### config.mk
export PLATFORM = sky130hd
export DESIGN_NAME = de_timing_monitor
export DESIGN_NICKNAME = d
export VERILOG_FILES = /design/src/rtl/de_timing_monitor.sv
export SDC_FILE = /design/constraint.sdc
export NUM_CORES = 1
export LEC_CHECK = 0
export BUFFER_PORTS_ARGS = -buffer_cell sky130_fd_sc_hd__buf_4
export CORE_UTILIZATION = 45
export DETAILED_ROUTE_END_ITERATION = 6
export PLACE_DENSITY_LB_ADDON = 0.08
export SYNTH_ARGS = -nofsm -noshare
export SYNTH_HDL_FRONTEND = slang
export SYNTH_SLANG_ARGS = --single-unit
### constraint.sdc
create_clock -name clk -period 2.8 [get_ports clk]
set_input_delay 0.42 -clock clk [delete_from_list [all_inputs] [get_ports clk]]
set_output_delay 0.42 -clock clk [all_outputs]
set_load 0.05 [all_outputs]
### src/rtl/de_timing_monitor.sv
module de_timing_monitor #(
  parameter int CNT_W = 10
) (
  input  logic clk,
  input  logic rst_n,
  input  logic de_in,
  input  logic sync_free,
  input  logic hf_mode,
  input  logic clr,
  output logic flag_short_hi,
  output logic flag_short_lo,
  output logic flag_odd_hi,
  output logic flag_odd_per
);
  localparam logic [CNT_W-1:0] CNT_MAX  = '1;
  localparam logic [CNT_W-1:0] MIN_NORM = CNT_W'(2);
  localparam logic [CNT_W-1:0] MIN_HF   = CNT_W'(4);

  logic             de_q, seen_rise, seen_fall;
  logic [CNT_W-1:0] run_cnt, per_cnt;

  wire rise    = de_in & ~de_q;
  wire fall    = ~de_in & de_q;
  wire enc     = ~sync_free;
  wire run_sat = (run_cnt == CNT_MAX);
  wire per_sat = (per_cnt == CNT_MAX);
  wire [CNT_W-1:0] min_len = hf_mode ? MIN_HF : MIN_NORM;

  wire ev_short_hi = enc & fall & ~run_sat & (run_cnt < min_len);
  wire ev_short_lo = enc & rise & seen_fall & ~run_sat & (run_cnt < min_len);
  wire ev_odd_hi   = enc & hf_mode & fall & ~run_sat & run_cnt[0];
  wire ev_odd_per  = enc & hf_mode & rise & seen_rise & ~per_sat
                   & (per_cnt[0] | (per_cnt < MIN_HF));

  always_ff @(posedge clk) begin
    if (!rst_n) begin
      de_q      <= 1'b0;
      seen_rise <= 1'b0;
      seen_fall <= 1'b0;
      run_cnt   <= '0;
      per_cnt   <= '0;
    end else begin
      de_q <= de_in;
      if (rise) seen_rise <= 1'b1;
      if (fall) seen_fall <= 1'b1;
      if (rise || fall) run_cnt <= CNT_W'(1);
      else if (!run_sat) run_cnt <= run_cnt + 1'b1;
      if (rise) per_cnt <= CNT_W'(1);
      else if (!per_sat) per_cnt <= per_cnt + 1'b1;
    end
  end

  always_ff @(posedge clk) begin
    if (!rst_n || clr) begin
      flag_short_hi <= 1'b0;
      flag_short_lo <= 1'b0;
      flag_odd_hi   <= 1'b0;
      flag_odd_per  <= 1'b0;
    end else begin
      flag_short_hi <= flag_short_hi | ev_short_hi;
      flag_short_lo <= flag_short_lo | ev_short_lo;
      flag_odd_hi   <= flag_odd_hi   | ev_odd_hi;
      flag_odd_per  <= flag_odd_per  | ev_odd_per;
    end
  end
endmodule


# After elaboration in Yosys (flattened, before gate mapping)
# Index checks and enable logic that the tools add are counted.
totals:
  regBits: 27
op_classes:
  addsub: 2
  order_cmp: 2
  n_eq_ne: 4
  muxes: 5
  n_bitwise: 28
  reduce_logical: 5
op_table:
  columns: ["cell", "n"]
  rows:
  - ["$add A10 B1 Y10 const B", 2]
  - ["$eq A10 B10 Y1 const B", 2]
  - ["$and A1 B1 Y1", 17]
  - ["$lt A10 B3 Y1", 1]
  - ["$lt A10 B3 Y1 const B", 1]
  - ["$not A1 Y1", 6]
  - ["$or A1 B1 Y1", 5]
  - ["$mux W1", 4]
  - ["$reduce_or A2 Y1", 2]
  - ["$mux W3", 1]
  - ["$logic_or A1 B1 Y1", 2]
  - ["$ne A2 B1 Y1 const B", 1]
  - ["$ne A2 B2 Y1 const B", 1]
  - ["$logic_not A1 Y1", 1]

# Longest topological paths before layout
# Gate-level depths: netlist of run 1.
depth:
  ltp_word: 7
  ltp_mapped: 6
  ltp_nobuf: 6

# Worst setup path after synthesis of run 1
# No wires, ideal clock.
synth_timing:
  kind: "register to register"
  from: "register run_cnt[0]"
  to: "register run_cnt[3]"
  setup_ps: 125
  arrival_time_ps: 1259
  required_time_ps: 2675
  setup_slack_ps: 1416
  path_stages_with_launch: 7
  path_buffers: 1
  period_less_slack_ps: 1384
  cell_sequence: "dfxtp_1 -> ha_1 -> and4_1 -> buf_4 -> a31oi_1 -> xnor2_1 -> nor2_1"
synth_via:
  elab_chain_len: 1
  word_cells_on_any_way: 2
synth_rtl:
  columns: ["item", "line_no", "text"]
  rows:
  - ["start: declaration", "20", "logic [CNT_W-1:0] run_cnt, per_cnt;"]
  - ["start signal: assignment", "47", "else if (!run_sat) run_cnt <= run_cnt + 1'b1;"]
  - ["$add A10 B1 Y10 / $eq A10 B10 Y1 (equally long branches)", "47, 25", null]
# Several ways; a longest one is shown, not always the timed one.
# A chain may end at the register's enable or synchronous reset.

# Worst setup path in the final report of run 1
layout_timing:
  from: "register run_cnt[0]"
  to: "register run_cnt[1]"
# The elaborated chain is that of the path after synthesis.

==> impl_metrics.env, run 1 <==
export IMPL_outcome="completed"
export IMPL_clock_skew_ns=0.0140
export IMPL_cts_tree="built"
export IMPL_fin_setup_tns_ns=0
export IMPL_cts_setup_buffers=0
export IMPL_hold_viol_final=0
export IMPL_fin_nets=162
export IMPL_ys_types=39
export IMPL_dieArea_sq_um=3130
export IMPL_drt_total_wl_mm=2.48
export IMPL_maxCapViolCount=0
export IMPL_dpl_cell_area_sq_um=1390
export IMPL_fp_coreArea_sq_um=2760
export IMPL_slew_viol_final=0
export IMPL_worstReg2RegStart="run_cnt[0]$_SDFFE_PN0P_"
export IMPL_gp_congestion=0.842
export IMPL_worstPathArrival_ns=1.80
export IMPL_wire_per_inst_microns=13.7
export IMPL_cts_hold_buf=0
export IMPL_clock_latency_ns=0.33
export IMPL_synth_nets=151
export IMPL_post_route_period_util_pct=56.7
export IMPL_die_height_microns=55.9
export IMPL_viasPerCell=5.68
export IMPL_cts_buffers=3
export IMPL_rows=19
export IMPL_root_buffer="clkbuf_4"
export IMPL_ctsHtreeMaxLevel=1
export IMPL_hpwl_mm=1.86
export IMPL_worst_setup_path_end_kind="register"
export IMPL_crit_chain="ha_1 -> and4_1 -> nand3_4 -> mux2i_1 -> nor2_1"
export IMPL_drive_gt1_share_pct=14.7
export IMPL_final_antenna_net_count=0
export IMPL_die_x_microns=55.9
export IMPL_peakVddDrop_v=0.000391
export IMPL_start_util_pct=47.4
export IMPL_endpoint="run_cnt[1]$_SDFFE_PP0N_"
export IMPL_leakage_nw=0.516
export IMPL_area_growth_pct=8.90
export IMPL_synth_area_sq_um=1310
export IMPL_synthCells=140
export IMPL_grtUsageMet2_pct=30.8
export IMPL_clockBufferDepth=2
export IMPL_cts_resized=0
export IMPL_post_route_drc_count=0
export IMPL_numPortBuffers=9
export IMPL_setup_viol_count_final=0
export IMPL_fin_util_pct=51.6
export IMPL_hold_path_class="in -> reg"
export IMPL_critical_path_max_fanout=6
export IMPL_antenna_found_initial=0
export IMPL_total_power_mw=0.616
export IMPL_layout_commonest_cell="dfxtp_1"
export IMPL_drtIter0Drc=18
export IMPL_slowest_delay_ns=0.44
export IMPL_seq_area_frac_synth_pct=41.3
export IMPL_r2r_cells=5
export IMPL_use_met3_pct=5.35
export IMPL_mostFrequentLayoutCells="dfxtp_1, nor2_1, nand2_1"
export IMPL_busiest_layer="met2"
export IMPL_track_usage_pct=17.9
export IMPL_pin_count=10
export IMPL_avgSynthCellArea_sq_um=9.34
export IMPL_grt_max_degree=17
export IMPL_synth_seq_cells=27
export IMPL_drtPass1Iterations=4
export IMPL_first_global_vias=1039
export IMPL_crit_slowest_cell="dfxtp_1"
export IMPL_p_per_area_nw_per_um2=433
export IMPL_num_vias=1028
export IMPL_design_area_sq_um=1420
export IMPL_met1_usage_pct=21.2
export IMPL_tightest_slew_ns=0.346
export IMPL_clock_sinks=27
export IMPL_critPathLaunchType="register"
export IMPL_required_ns=3.02
export IMPL_clkTransAtPathRegs_ns=0.13
export IMPL_grt_pass1_wl_mm=4.40
export IMPL_antenna_cells=0
export IMPL_fmax_mhz=630
export IMPL_max_slew_margin_rel_pct=76.7
export IMPL_rrSetupSlack_ns=1.21
export IMPL_r2r_end="run_cnt[1]$_SDFFE_PP0N_"
export IMPL_rsz0062_at_grt="false"
export IMPL_yosys_warnings=0
export IMPL_startpoint="run_cnt[0]$_SDFFE_PN0P_"
export IMPL_critical_path_class="reg -> reg"
export IMPL_grt_overflow=0
export IMPL_fin_crit_ns=1.59
==> cell type report <==
cell class                 count  area [sq um]
clock buffer                   3          22.5
clock inverter                 1          7.51
fill                         285          1330
inverter                       5          18.8
multi-input combinational    105           728
sequential                    27           541
tap                           31          38.8
timing repair buffer           9          67.6
==> flip-flops by register name (all words and copies together) (netlist names) <==
register / cells
per_cnt: 10
flag_short_hi: 1
flag_odd_hi: 1
flag_odd_per: 1
seen_rise: 1
seen_fall: 1
flag_short_lo: 1
run_cnt: 10
de_q: 1
==> through the flow <==
stage | hold WS, ns | std cells | setup slack [ns]
after floorplan | 0.440 | 140 | 1.42
after global placement | 0.433 | 177 | 1.32
after detailed placement | 0.445 | 177 | 1.25
after CTS | 0.318 | 181 | 1.22
after global routing | 0.310 | 181 | 1.13
final | 0.326 | 181 | 1.21
==> metal layers <==
| layer | vias to the layer above | share of wire (%) |
|---|---|---|
| li1 | 535 | - |
| met1 | 473 | 45 |
| met2 | 14 | 50 |
| met3 | 6 | 3.0 |
| met4 | 0 | 1.9 |
| met5 | - | 0 |
==> cells in the mapped netlist <==
master / count / area [sq um]
and3_1: 3 / 18.8
nand4_1: 4 / 25.0
buf_2: 1 / 5.00
nand2_1: 10 / 37.5
a21boi_1: 1 / 7.51
a31o_1: 1 / 8.76
mux2i_1: 2 / 20.0
buf_4: 2 / 15.0
nand2b_1: 3 / 18.8
inv_1: 5 / 18.8
and4_1: 3 / 26.3
o21bai_1: 1 / 7.51
o311a_1: 1 / 10.0
nor4_1: 3 / 18.8
nand3_1: 4 / 20.0
a31oi_1: 6 / 37.5
a41oi_1: 1 / 8.76
nor2b_1: 2 / 12.5
o21a_1: 3 / 22.5
a21oi_1: 7 / 35.0
nor3_1: 4 / 20.0
nand4_4: 1 / 21.3
a211oi_2: 2 / 25.0
o311ai_1: 1 / 8.76
or3_4: 1 / 11.3
nand3_4: 1 / 17.5
ha_1: 5 / 62.6
o21ai_0: 3 / 15.0
nor3_2: 2 / 20.0
nand3_2: 2 / 20.0
dfxtp_1: 27 / 541
nor2_1: 13 / 48.8
o31ai_1: 1 / 7.51
a211oi_1: 1 / 7.51
xnor2_1: 6 / 52.6
and2_1: 2 / 12.5
xor2_1: 3 / 26.3
a311oi_1: 1 / 8.76
o211ai_1: 1 / 7.51
==> where the power goes <==
part / switching, mW / internal, mW / total [mW] / leakage (nW)
sequential: 0.00808 / 0.393 / 0.401 / 0.219
clock: 0.116 / 0.0547 / 0.170 / 0.0139
combinational: 0.0251 / 0.0201 / 0.0452 / 0.283
total: 0.149 / 0.467 / 0.616 / 0.516
==> how the worst min path moves through the flow <==
stage / startpoint / endpoint / cells after the start
after global routing: de_in / de_q$_SDFF_PN0_ / 2
after global placement: flag_odd_hi$_SDFF_PP0_ / flag_odd_hi$_SDFF_PP0_ / 2
after detailed placement: flag_odd_hi$_SDFF_PP0_ / flag_odd_hi$_SDFF_PP0_ / 2
final: de_in / de_q$_SDFF_PN0_ / 2
after floorplan: seen_fall$_SDFFE_PN0N_ / seen_fall$_SDFFE_PN0N_ / 1
after CTS: de_in / de_q$_SDFF_PN0_ / 2
==> kinds of logic (layout without fill, tap and decap cells) <==
family                   after synthesis  in the layout  share of synthesized area (%)
flip-flops                            27             27                           41.3
AO/OA/AOI/OAI                         31             31                           16.7
adder cells (fa/ha/maj)                5              5                           4.78
XOR/XNOR                               9              9                           6.03
buffers and inverters                  8             18                           2.97
AND/OR/NAND/NOR                       58             58                           26.7
multiplexers                           2              2                           1.53
==> critical path, delay by kind of cell, from the launching register on <==
family	cells	cell delay [ns]
simple gates	3	0.60
flops	1	0.44
fa+ha+maj	1	0.24
mux	1	0.21
(Power assumes the default switching activity.)
==> run 2: changes to the inputs <==
==> constraint.sdc (replaced) <==
create_clock -name clk -period 1.5 [get_ports clk]
set_input_delay 0.225 -clock clk [delete_from_list [all_inputs] [get_ports clk]]
set_output_delay 0.225 -clock clk [all_outputs]
set_load 0.05 [all_outputs]
==> impl_metrics.env, run 2 (synthesis results as in run 1) <==
export IMPL_fin_nets=168
export IMPL_drtPass1Iterations=4
export IMPL_r2r_end="per_cnt[0]$_SDFFE_PN0P_"
export IMPL_dieArea_sq_um=3130
export IMPL_post_route_drc_count=0
export IMPL_drt_total_wl_mm=2.47
export IMPL_fin_setup_tns_ns=0
export IMPL_nFillCells=270
export IMPL_clock_latency_ns=0.31
export IMPL_slew_viol_final=0
export IMPL_peakVddDrop_v=0.000485
export IMPL_grt_pass1_wl_mm=4.33
export IMPL_cts_buffers=3
export IMPL_cts_tree="built"
export IMPL_hp_start="de_in"
export IMPL_grt_overflow=0
export IMPL_first_global_vias=1065
export IMPL_die_height_microns=55.9
export IMPL_start_util_pct=47.4
export IMPL_fin_ws_ns=0.104
export IMPL_cts_setup_buffers=0
export IMPL_rsz0062_at_grt="false"
export IMPL_num_vias=1045
export IMPL_antenna_cells=0
export IMPL_hpwl_mm=1.90
export IMPL_gp_congestion=0.815
export IMPL_leakage_nw=0.550
export IMPL_timing_hold_worst_endpoint="de_q$_SDFF_PN0_"
export IMPL_clockBufferDepth=2
export IMPL_dpl_cell_count=183
export IMPL_dp_slack_ns=0.0314
export IMPL_numPortBuffers=9
export IMPL_drive_gt1_share_pct=19.2
export IMPL_p_per_area_nw_per_um2=772
export IMPL_multiInputGateArea_sq_um=741
export IMPL_clock_sinks=27
export IMPL_area_growth_pct=13.0
export IMPL_fmax_mhz=716
export IMPL_fp_coreArea_sq_um=2760
export IMPL_hold_viol_final=0
export IMPL_grt_max_degree=15
export IMPL_layout_commonest_cell="dfxtp_1"
export IMPL_cts_hold_buf=0
export IMPL_pin_count=10
export IMPL_antenna_found_initial=0
export IMPL_required_ns=1.73
export IMPL_worstReg2RegStart="per_cnt[0]$_SDFFE_PN0P_"
export IMPL_seq_area_sq_um=541
export IMPL_worst_setup_path_end_kind="register"
export IMPL_final_antenna_net_count=0
export IMPL_track_usage_pct=17.5
export IMPL_ctsHtreeMaxLevel=1
export IMPL_tightest_slew_ns=0.347
export IMPL_drtIter0Drc=44
export IMPL_clkTransAtPathRegs_ns=0.14
export IMPL_wire_per_inst_microns=13.2
export IMPL_critical_path_class="reg -> reg"
export IMPL_hold_path_class="in -> reg"
export IMPL_fin_crit_ns=1.40
export IMPL_r2r_cells=5
export IMPL_die_x_microns=55.9
export IMPL_maxCapViolCount=0
export IMPL_post_route_period_util_pct=93.0
export IMPL_critPathLaunchType="register"
export IMPL_rrSetupSlack_ns=0.10
export IMPL_outcome="completed"
export IMPL_viasPerCell=5.59
export IMPL_whs_ns=0.124
export IMPL_worstPathArrival_ns=1.63
export IMPL_mostFrequentLayoutCells="dfxtp_1, buf_4, nor2_1"
export IMPL_max_slew_margin_rel_pct=76.8
export IMPL_critical_path_max_fanout=5
export IMPL_clock_skew_ns=0.00823
export IMPL_fin_cells=187
export IMPL_largestRegisters="per_cnt x10, run_cnt x10"
export IMPL_setup_viol_count_final=0
export IMPL_root_buffer="clkbuf_4"
export IMPL_cts_resized=0
export IMPL_rows=19
export IMPL_hold_path_depth=2
-- run 2: changes by cell type in the layout (fill, tap and decap cells not counted), sizes merged --
| cell | before | now |
|---|---|---|
| buf | 9 | 15 |
| clkbuf | 3 | 4 |
| clkinvlp | 1 | 0 |
-- run 2: power breakdown --
group / internal (mW) / switching, mW
registers: 0.732 / 0.0113
logic: 0.0451 / 0.0510
clock network: 0.104 / 0.197
-- run 2: metrics by stage --
stage | utilization [%] | cell area [sq um] | power, mW
3_3_place_gp | 52.2 | 1440 | 0.854
2_1_floorplan | - | 1310 | 0.817
3_5_place_dp | 52.2 | 1440 | 0.855
4_1_cts | 53.1 | 1470 | 1.17
6_report | 53.6 | 1480 | 1.14
5_1_grt | 53.6 | 1480 | 1.20
-- run 2: worst max-delay path by stage --
stage	end	from
floorplan	run_cnt[3]$_SDFFE_PP0N_	run_cnt[0]$_SDFFE_PN0P_
global placement	run_cnt[0]$_SDFFE_PN0P_	run_cnt[1]$_SDFFE_PP0N_
detailed placement	run_cnt[0]$_SDFFE_PN0P_	run_cnt[1]$_SDFFE_PP0N_
CTS	run_cnt[0]$_SDFFE_PN0P_	run_cnt[1]$_SDFFE_PP0N_
global route	run_cnt[1]$_SDFFE_PP0N_	run_cnt[1]$_SDFFE_PP0N_
finish	per_cnt[0]$_SDFFE_PN0P_	per_cnt[0]$_SDFFE_PN0P_
-- run 2: critical path, cell delays in order (launching register included) --
cell and delay, ns:
dfxtp_1 0.37, ha_1 0.23, nand2_2 0.12, nor3_2 0.31, xnor2_1 0.11, o21a_1 0.17
-- run 2: final cells by class --
cell class | count | share of cell area [%]
Timing Repair Buffer | 15 | 7.62
Sequential cell | 27 | 36.6
Tap cell | 31 | 2.62
Clock buffer | 4 | 1.78
Inverter | 5 | 1.27
Multi-Input combinational cell | 105 | 50.1
-- run 2: layer usage --
layer | track usage (%) | share of wire, % | up-vias
met1 | 21.0 | 46 | 479
met2 | 28.6 | 49 | 10
met5 | 0 | 0 | -
li1 | - | - | 548
met4 | 12.5 | 2.8 | 0
met3 | 2.79 | 1.7 | 8
==> run 3: changes to the inputs <==
--- a/config.mk
+++ b/config.mk
@@ -7,8 +7,10 @@
 export LEC_CHECK = 0
 export BUFFER_PORTS_ARGS = -buffer_cell sky130_fd_sc_hd__buf_4
 export CORE_UTILIZATION = 45
+export CTS_BUF_LIST = sky130_fd_sc_hd__clkbuf_16
 export DETAILED_ROUTE_END_ITERATION = 6
 export PLACE_DENSITY_LB_ADDON = 0.08
+export SLEW_MARGIN = 15
 export SYNTH_ARGS = -nofsm -noshare
 export SYNTH_HDL_FRONTEND = slang
 export SYNTH_SLANG_ARGS = --single-unit
==> constraint.sdc (replaced) <==
create_clock -name clk -period 1.3 [get_ports clk]
set_input_delay 0.195 -clock clk [delete_from_list [all_inputs] [get_ports clk]]
set_output_delay 0.195 -clock clk [all_outputs]
set_load 0.05 [all_outputs]
==> impl_metrics.env, run 3 (synthesis results as in run 1) <==
export IMPL_outcome="completed"
export IMPL_critical_path_max_fanout=5
export IMPL_slew_viol_final=0
export IMPL_mostFrequentLayoutCells="buf_4, dfxtp_1, nor2_1"
export IMPL_dieArea_sq_um=3130
export IMPL_antenna_cells=0
export IMPL_final_antenna_net_count=0
export IMPL_busiest_layer="met2"
export IMPL_critPathBufInv=0
export IMPL_wire_per_inst_microns=13.5
export IMPL_die_x_microns=55.9
export IMPL_seq_area_sq_um=559
export IMPL_viasPerCell=5.53
export IMPL_post_route_period_util_pct=96.5
export IMPL_p_per_area_nw_per_um2=1000
export IMPL_grt_max_degree=17
export IMPL_met1_usage_pct=22.5
export IMPL_area_growth_pct=29.3
export IMPL_nFillCells=244
export IMPL_antenna_found_initial=0
export IMPL_drtIter0Drc=23
export IMPL_ctsHtreeMaxLevel=1
export IMPL_num_vias=1101
export IMPL_grt_pass1_wl_mm=4.46
export IMPL_required_ns=1.50
export IMPL_crit_slowest_cell="dfxtp_2"
export IMPL_start_util_pct=47.4
export IMPL_grtUsageMet2_pct=31.7
export IMPL_clock_skew_ns=0.00383
export IMPL_gp_congestion=0.811
export IMPL_clockBufferDepth=2
export IMPL_tightest_slew_ns=0.323
export IMPL_first_global_vias=1036
export IMPL_worstPathArrival_ns=1.46
export IMPL_fp_coreArea_sq_um=2760
export IMPL_rows=19
export IMPL_slowest_delay_ns=0.35
export IMPL_root_buffer="clkbuf_16"
export IMPL_drt_total_wl_mm=2.70
export IMPL_drtPass1Iterations=4
export IMPL_peakVddDrop_v=0.000748
export IMPL_pin_count=10
export IMPL_hold_viol_final=0
export IMPL_track_usage_pct=17.9
export IMPL_multiInputGateArea_sq_um=788
export IMPL_numPortBuffers=9
export IMPL_critical_path_class="reg -> reg"
export IMPL_die_height_microns=55.9
export IMPL_setup_viol_count_final=0
export IMPL_fmax_mhz=797
export IMPL_cts_hold_buf=0
export IMPL_cts_buffers=3
export IMPL_grt_overflow=0
export IMPL_drive_gt1_share_pct=38.1
export IMPL_clkTransAtPathRegs_ns=0.07
export IMPL_cp_top_family="simple AND/OR/NAND/NOR gates"
export IMPL_rsz0062_at_grt="true"
export IMPL_clock_latency_ns=0.26
export IMPL_clock_sinks=27
export IMPL_fin_crit_ns=1.25
export IMPL_fin_util_pct=61.3
export IMPL_worst_setup_path_end_kind="register"
export IMPL_max_slew_margin_rel_pct=78.2
export IMPL_crit_chain="ha_4 -> nand2_2 -> nor2_1 -> a31o_1 -> and3_1"
export IMPL_hold_path_class="in -> reg"
export IMPL_layout_commonest_cell="buf_4"
export IMPL_leakage_nw=0.643
export IMPL_maxCapViolCount=0
export IMPL_total_power_mw=1.69
export IMPL_critPathLaunchType="register"
export IMPL_cts_tree="built"
export IMPL_largestRegisters="per_cnt x10, run_cnt x10"
export IMPL_post_route_drc_count=0
export IMPL_fin_nets=180
export IMPL_hpwl_mm=2.02
export IMPL_use_met3_pct=1.40
==> run 3: cell count changes in the layout (fill, tap and decap cells not counted), sizes merged <==
cell,previous run,this run
clkinvlp,0,1
buf,15,27
clkbuf,4,3
==> run 3: final timing paths <==
path / start / end / slack [ns] / cells after the start
worst max-delay path: per_cnt[1]$_SDFFE_PP0P_ / per_cnt[8]$_SDFFE_PP0P_ / 0.05 / 5
worst min-delay path: de_in / de_q$_SDFF_PN0_ / 0.16 / 2
worst max register to register: per_cnt[1]$_SDFFE_PP0P_ / per_cnt[8]$_SDFFE_PP0P_ / 0.05 / 5
worst min register to register: flag_odd_hi$_SDFF_PP0_ / flag_odd_hi$_SDFF_PP0_ / 0.44 / 2
==> run 3: worst reg2reg max path, delay by kind of cell, from the launching register on <==
family | cells | cell delay [ns]
and+or+nand+nor | 3 | 0.52
DFF | 1 | 0.35
AOI/OAI and AO/OA | 1 | 0.20
adders and majority gates | 1 | 0.14
==> run 3: layout make-up <==
cell class              instances  share of cell area (%)
inverters                       5                    1.11
well taps                      31                    2.29
clock inverters                 1                   0.444
multi-input cells             105                    46.6
repair buffers                 27                    12.0
clock buffers                   3                    4.44
flip-flops and latches         27                    33.1
==> run 3: what timing repair did <==
item / CTS / global route
gates resized for setup: 5 / 19
buffers inserted: 1 / 0
endpoints found under the setup margin: 12 / 15
pin swaps: 3 / 7
==> run 3: routing by layer <==
metal	routed length [microns]	vias up	share of wire [%]
met3	41	4	1.5
li1	-	572	-
met2	1370	13	51
met1	1240	512	46
met5	0	-	0
met4	43	0	1.6
==> run 3: through the flow <==
step,hold slack (ns),area [sq um],instances,setup WS (ns),setup TNS (ns)
2_1_floorplan,0.317,1320,140,0.0102,0
3_3_place_gp,0.422,1530,194,-0.0111,-0.0198
3_5_place_dp,0.430,1530,194,-0.0777,-0.277
4_1_cts,0.165,1640,199,0.0183,0
5_1_grt,0.174,1690,199,-0.0334,-0.0489
6_report,0.163,1690,199,0.0458,0
==> run 3: power breakdown <==
group	total, mW	switching, mW	leakage [nW]	internal (mW)
registers	0.860	0.0152	0.225	0.845
logic	0.131	0.0650	0.381	0.0658
clock network	0.702	0.285	0.0371	0.418
total	1.69	0.365	0.643	1.33
